`src/rtl/rstc_pkg.sv`:
```
package rstc_pkg;
  localparam int NSRC = 8;

  localparam int SRC_POR   = 0;
  localparam int SRC_VMON  = 1;
  localparam int SRC_MCLK  = 2;
  localparam int SRC_WDT   = 3;
  localparam int SRC_SW    = 4;
  localparam int SRC_FLASH = 5;
  localparam int SRC_CMP   = 6;
  localparam int SRC_PIN   = 7;

  typedef logic [NSRC-1:0] src_vec_t;

  localparam src_vec_t POR_ONLY = src_vec_t'(1) << SRC_POR;

  localparam logic CLK_SEL_INTERNAL = 1'b0;
endpackage

```
`src/rtl/rstc_sync.sv`:
```
module rstc_sync #(
  parameter int W = 8
) (
  input  logic         clk_i,
  input  logic [W-1:0] raw_i,
  output logic [W-1:0] req_o
);
  for (genvar g = 0; g < W; g++) begin : g_bit
    logic s1_q, s2_q;
    logic raw_b;
    assign raw_b = raw_i[g];
    // asynchronous assertion, release through two flops
    always_ff @(posedge clk_i or posedge raw_b) begin
      if (raw_b) begin
        s1_q <= 1'b1;
        s2_q <= 1'b1;
      end else begin
        s1_q <= 1'b0;
        s2_q <= s1_q;
      end
    end
    assign req_o[g] = s2_q;
  end
endmodule

```
`src/rtl/rstc_hold.sv`:
```
module rstc_hold #(
  parameter int HOLD = 16
) (
  input  logic clk_i,
  input  logic por_i,
  input  logic any_req_i,
  input  logic clk_stable_i,
  output logic rst_q_o,
  output logic release_o
);
  localparam int CW = $clog2(HOLD + 1);
  localparam logic [CW-1:0] HOLD_C = CW'(HOLD);

  logic [CW-1:0] cnt_q;
  logic          rst_q;

  assign release_o = rst_q && !any_req_i && (cnt_q == HOLD_C) && clk_stable_i;
  assign rst_q_o   = rst_q;

  always_ff @(posedge clk_i or posedge por_i) begin
    if (por_i) begin
      rst_q <= 1'b1;
      cnt_q <= '0;
    end else if (any_req_i) begin
      rst_q <= 1'b1;
      cnt_q <= '0;
    end else if (rst_q) begin
      if (cnt_q != HOLD_C) begin
        cnt_q <= cnt_q + 1'b1;
      end else if (clk_stable_i) begin
        rst_q <= 1'b0;
        cnt_q <= '0;
      end
    end
  end
endmodule

```
`src/rtl/rstc_flags.sv`:
```
module rstc_flags
  import rstc_pkg::*;
(
  input  logic     clk_i,
  input  logic     por_i,
  input  src_vec_t req_i,
  input  logic     in_rst_i,
  output src_vec_t flags_o
);
  src_vec_t flags_q;

  always_ff @(posedge clk_i or posedge por_i) begin
    if (por_i) begin
      flags_q <= POR_ONLY;
    end else if (req_i[SRC_POR]) begin
      flags_q <= POR_ONLY;
    end else if (|req_i) begin
      flags_q <= in_rst_i ? (flags_q | req_i) : req_i;
    end
  end

  assign flags_o = flags_q;
endmodule

```
`src/rtl/rst_controller.sv`:
```
module rst_controller
  import rstc_pkg::*;
#(
  parameter int HOLD = 16
) (
  input  logic             clk_i,
  input  logic             por_i,
  input  logic             vmon_i,
  input  logic             mclk_i,
  input  logic             mclk_en_i,
  input  logic             wdt_i,
  input  logic             sw_rst_wr_i,
  input  logic             flash_err_i,
  input  logic             cmp_i,
  input  logic             cmp_en_i,
  input  logic             pin_n_i,
  input  logic             clk_stable_i,
  output logic             sys_rst_o,
  output logic             pin_drive_o,
  output logic [NSRC-1:0]  rst_flags_o,
  output logic             dflt_load_o,
  output logic             port_force_o,
  output logic             weak_pu_o,
  output logic             clk_sel_o,
  output logic             wdt_en_o,
  output logic             wdt_div12_o
);
  src_vec_t raw, req_sync, req;
  logic     sw_q, drive_q, any_req, rst_q, release_p, pin_mask;

  // software bit: set by the strobe, clears itself one cycle later
  always_ff @(posedge clk_i or posedge por_i) begin
    if (por_i) sw_q <= 1'b0;
    else       sw_q <= sw_rst_wr_i;
  end

  // the controller's own pin drive must not read back as a pin request
  assign pin_mask = drive_q | req_sync[SRC_POR] | req_sync[SRC_VMON];

  always_comb begin
    raw            = '0;
    raw[SRC_POR]   = por_i;
    raw[SRC_VMON]  = vmon_i;
    raw[SRC_MCLK]  = mclk_i & mclk_en_i;
    raw[SRC_WDT]   = wdt_i;
    raw[SRC_FLASH] = flash_err_i;
    raw[SRC_CMP]   = cmp_i & cmp_en_i;
    raw[SRC_PIN]   = ~pin_n_i & ~pin_mask;
  end

  rstc_sync #(.W(NSRC)) u_sync (
    .clk_i (clk_i),
    .raw_i (raw),
    .req_o (req_sync)
  );

  always_comb begin
    req         = req_sync;
    req[SRC_SW] = sw_q;
  end

  assign any_req = |req;

  rstc_hold #(.HOLD(HOLD)) u_hold (
    .clk_i        (clk_i),
    .por_i        (por_i),
    .any_req_i    (any_req),
    .clk_stable_i (clk_stable_i),
    .rst_q_o      (rst_q),
    .release_o    (release_p)
  );

  rstc_flags u_flags (
    .clk_i    (clk_i),
    .por_i    (por_i),
    .req_i    (req),
    .in_rst_i (rst_q),
    .flags_o  (rst_flags_o)
  );

  always_ff @(posedge clk_i or posedge por_i) begin
    if (por_i)                                        drive_q <= 1'b1;
    else if (req[SRC_POR] || req[SRC_VMON])           drive_q <= 1'b1;
    else if (release_p)                               drive_q <= 1'b0;
  end

  assign sys_rst_o    = rst_q | any_req;
  assign pin_drive_o  = pin_mask;
  assign dflt_load_o  = sys_rst_o;
  assign port_force_o = sys_rst_o;
  assign weak_pu_o    = 1'b1;
  assign clk_sel_o    = CLK_SEL_INTERNAL;
  assign wdt_en_o     = 1'b1;
  assign wdt_div12_o  = 1'b1;
endmodule

```
`config.mk`:
```
export PLATFORM = sky130hd
export DESIGN_NAME = rst_controller
export DESIGN_NICKNAME = d
export VERILOG_FILES = /design/src/rtl/rstc_pkg.sv /design/src/rtl/rstc_sync.sv /design/src/rtl/rstc_hold.sv /design/src/rtl/rstc_flags.sv /design/src/rtl/rst_controller.sv
export SDC_FILE = /design/constraint.sdc
export NUM_CORES = 1
export LEC_CHECK = 0
export CAP_MARGIN = 0
export CORE_MARGIN = 2
export CORE_UTILIZATION = 40
export DETAILED_ROUTE_END_ITERATION = 16
export GPL_ROUTABILITY_DRIVEN = 0
export PLACE_DENSITY = 0.67
export RECOVER_POWER = 100
export SYNTH_ARGS = -nofsm -noshare
export SYNTH_HDL_FRONTEND = slang
export SYNTH_SLANG_ARGS = --single-unit
```
`constraint.sdc`:
```
create_clock -name clk_i -period 3.9 [get_ports clk_i]
set_input_delay 0.78 -clock clk_i [delete_from_list [all_inputs] [get_ports clk_i]]
set_output_delay 0.78 -clock clk_i [all_outputs]
set_load 0.01 [all_outputs]
```
Word-level counts from Yosys, hierarchy flattened. Index checks and enable logic that the tools add are counted.

Latch bits: 0. Bits in registers: 30. Logic and storage cells: 55. RAM bits: 0. Output and inout bits: 16. Memories kept: 0. Input bits: 12. ROM bits: 0.

Magnitude comparators: 0. Reductions and logical operators: 11. $add $sub $neg: 1. Bitwise logic cells: 9. Shifts and indexed selects: 0. Muxes and demuxes: 13. Equal/unequal tests: 2. Div/mod/pow operators: 0. $mul: 0.

Operators with widths (count): $mux 8 (3); $mux 5 (4); $or 8x8->8 (1); $reduce_or 8->1 (1); $mux 1 (6); $reduce_bool 2->1 (3); $add 5x1->5 const B (1); $eq 5x5->1 const B (1); $ne 5x5->1 const B (1); $and 1x1->1 (3); $logic_and 1x1->1 (3); $or 1x1->1 (3); $reduce_bool 3->1 (1); $not 1->1 (2); $reduce_and 2->1 (1); $logic_not 1->1 (1); $logic_or 1x1->1 (1).

Depth between registers and ports, before layout.
Depth in word-level cells: 7. Gate-level depth with buffers: 6. Mapped depth without buffers: 6.

Hierarchy. A second synthesis with hierarchy kept.

Cell total of the unflattened synthesis: 133. Area, all modules: 1481.4 sq um.

Modules (own cells, without submodules): rstc_sync (area an instance 514.2 sq um, sequential area each 420.4 sq um, cells each 33, instances 1); rstc_flags (area an instance 415.4 sq um, sequential area each 201.4 sq um, cells each 40, instances 1); rstc_hold (area an instance 377.9 sq um, sequential area each 151.4 sq um, cells each 38, instances 1); rst_controller (area an instance 173.9 sq um, sequential area each 51.3 sq um, cells each 22, instances 1).

Worst setup path after synthesis. Ideal clock, no wire load.

Path type: reg2out. From: reg sw_q. To: out port_force_o. Slack: 1.978 ns. Buffers on the path: 1. Data arrival time: 1.142 ns. Stages on the path, launching flop included: 4. Required time: 3.120 ns. Path through: dfrtp_1 nor4_2 nand3_1 buf_4.

Cells in the longest elaborated chain, start to end: 2.

RTL lines: start, declared (line rst_controller.sv:29) `logic sw_q, drive_q, any_req, rst_q, release_p, pin_mask;`; start signal, assigned (line rst_controller.sv:34) `else sw_q <= sw_rst_wr_i;`; $reduce_or 8->1 (line rst_controller.sv:62) `assign any_req = |req;`; $or 1x1->1 (line rst_controller.sv:87) `assign sys_rst_o = rst_q | any_req;`; end, declared (line rst_controller.sv:22) `output logic port_force_o,`.

Every way passes these cells.

Worst setup path in the final report. Same ends and word-level chain as after synthesis.

==> out/results.ini <==
[run_status]
status = complete, no violations

[sta]
holdWs_ns = 0.3589
fin_setup_tns_ns = 0
fin_crit_sh = 0.7334
setup_viol_count_final = 0
clock-skew-final_ns = 0.004668
hold_viol = 0
rsz0062_at_grt = false
max_freq_mhz = 349.6
max_slew.worst_pin.slew_ns = 0.6705
slew_viol_final = 0
slew_headroom = 0.5525
period_minus_slack_ns = 2.860

[global_routing]
antenna_found_initial = 0
grt_pass1_wl_um = 3636
overflow = 0
grt_max_degree = 19
grt_pass1_vias = 870
track_usage = 0.1483

[logic_synthesis]
synthArstFlopShare = 1.000
ys_seq_area_frac = 0.6564
ys_warn_count = 0
synth-edff-count = 0
syn_inst = 98
yosysMostFrequentCell = dfstp_2
synth_commonest_cells = dfstp_2, dfrtp_1, nor2_1, a21oi_1, inv_1
synth-seq-cells = 30
yosys.area.top_type_share = 0.3798
synth_area_per_cell_um2 = 12.00
synth.largest_area_cell = dfstp_2
ys_types = 24
synth.area.top_cells = dfstp_2, dfrtp_1, a21oi_1
syn_area_mm2 = 0.001176
synth_ff_type = dfstp_2

[cts]
clkLatencyLatePin_ns = 0.32
cts.sinks = 30
clk_pin_slew_ns = 0.09
clockBufferDepth = 2
h-tree-depth = 2
cts_root_buffer = clkbuf_4
cts_resized = 0
hold_buffers = 0
cts_setup_buffers = 0
numCtsBuffers = 5
tritoncts = yes

[setup_path]
cp_data_arrival_time_ns = 2.08
start_kind = register
critPathLaunch = sw_q
path_max_fanout = 3
r2r-start = u_hold.cnt_q[0]
cp-end-kind = primary output
crit_type = register to primary output
crit_required_ns = 3.12

[cells_and_area]
drive_above_1_share = 0.1985
antenna_cells = 0
area.growth.synth_to_final_pct = 25.43
seq_area_um2 = 772.0
multi_input_area_um2 = 336.6
fillers = 266
fin_util = 0.5304
fin_nets = 144

[min_path]
worst_hold_startpoint = u_sync.g_bit[5].s1_q
min_path_type = register to register

[drt]
drt_iter0_drc = 14
top_layer = met4
wl_met2_um = 1033
vias = 786
wl_met1_um = 816
wl_met3_um = 116
wirelength_um = 2033
drc = 0
ant_nets = 0
firstDrtPassIters = 4
routedWlPerCell_um = 12.55
viasPerCell = 4.852

[die]
die_x_um = 58.23
core-area_mm2 = 0.002781
ios = 28
rows = 19
dieArea_mm2 = 0.003390
start_util = 0.4229
die-height_um = 58.23

[place]
io_buffer_count = 23
hpwl_um = 1579

[power_and_ir_drop]
leakage_nw = 0.6511
vdd_drop_max_v = 0.0002870
power_density_mw_per_mm2 = 379.4

[job]
maxCapViolCount = 0

sequential cells by signal, indices dropped and copies added (netlist names):
signal             count
drive_q                1
sw_q                   1
u_flags.flags_o        8
u_hold.cnt_q           5
u_hold.rst_q_o         1
u_sync.g_bit.s1_q      7
u_sync.g_bit.s2_q      7
worst paths after layout:
kind | to | slack (ns) | depth (start not counted)
max | port_force_o | 1.04 | 3
min | u_sync.g_bit[5].s2_q | 0.36 | 0
max reg2reg | u_hold.cnt_q[0] | 2.38 | 6
min reg2reg | u_sync.g_bit[5].s2_q | 0.36 | 0
max in group asynchronous | u_flags.flags_o[5] | 2.48 | 2
min in group asynchronous | u_sync.g_bit[7].s2_q | 0.54 | 2
cell usage in the layout (no fill, tap or decap):
cell type,netlist,layout
dlygate4sd3_1,0,19
dfstp_2,17,16
dfrtp_1,13,13
nor2_1,12,12
conb_1,2,11
a21oi_1,10,10
inv_1,10,10
nand2_1,5,5
clkbuf_4,0,5
nor3_1,4,4
clkdlybuf4s50_1,0,4
a21o_1,2,3
nand3_1,2,2
ha_1,2,2
nor4_1,0,1
nor4_4,1,1
nand2_2,1,1
nand4_1,1,1
xor2_1,1,1
and4bb_1,0,1
a21o_2,2,1
mux2i_1,1,1
o311ai_0,1,1
o31a_1,1,1
nand2b_1,1,1
clkinv_2,0,1
clkbuf_1,0,1
clkbuf_8,0,1
dfstp_1,0,1
critical path: stages, from the launching register on:
cell           delay, ns
dfrtp_1             0.38
nor4_1              0.53
nand3_1             0.20
dlygate4sd3_1       0.65
metal layers:
metal  GRT usage  up-vias
met1      0.1672      383
met4      0.1030        0
li1            -      368
met2      0.2403       26
met5           0        -
met3     0.04464        9
power breakdown:
group	internal [mW]	switching, mW	leakage (nW)
combinational	0.0181	0.0168	0.268
sequential	0.330	0.00905	0.348
clock	0.0872	0.0989	0.0353
cells by family after synthesis:
kind of cell | after synthesis | synth area share
compound gates | 16 | 0.08511
xor+xnor | 1 | 0.007448
fa+ha+maj | 2 | 0.02127
buf+inv | 17 | 0.07979
flops | 30 | 0.6564
mux | 1 | 0.008511
other cells | 2 | 0.006385
simple gates | 29 | 0.1351
stage by stage:
stage | instances | power [mW] | area (um^2) | setup WS [ns]
after floorplan | 107 | 0.3619 | 1210 | 1.978
after global placement | 154 | 0.3824 | 1423 | 1.670
after detailed placement | 154 | 0.3838 | 1423 | 1.642
after CTS | 162 | 0.5729 | 1483 | 1.275
after global routing | 162 | 0.5901 | 1475 | 0.8861
final | 162 | 0.5597 | 1475 | 1.040
final cells by class:
type / instances / share of cell area
tap: 31 / 0.02629
clock buffer: 7 / 0.03732
sequential: 30 / 0.5233
timing repair buffer: 23 / 0.1561
inverter: 10 / 0.02545
multi-input combinational: 60 / 0.2282
clock inverter: 1 / 0.003393
(Power assumes the default switching activity.)
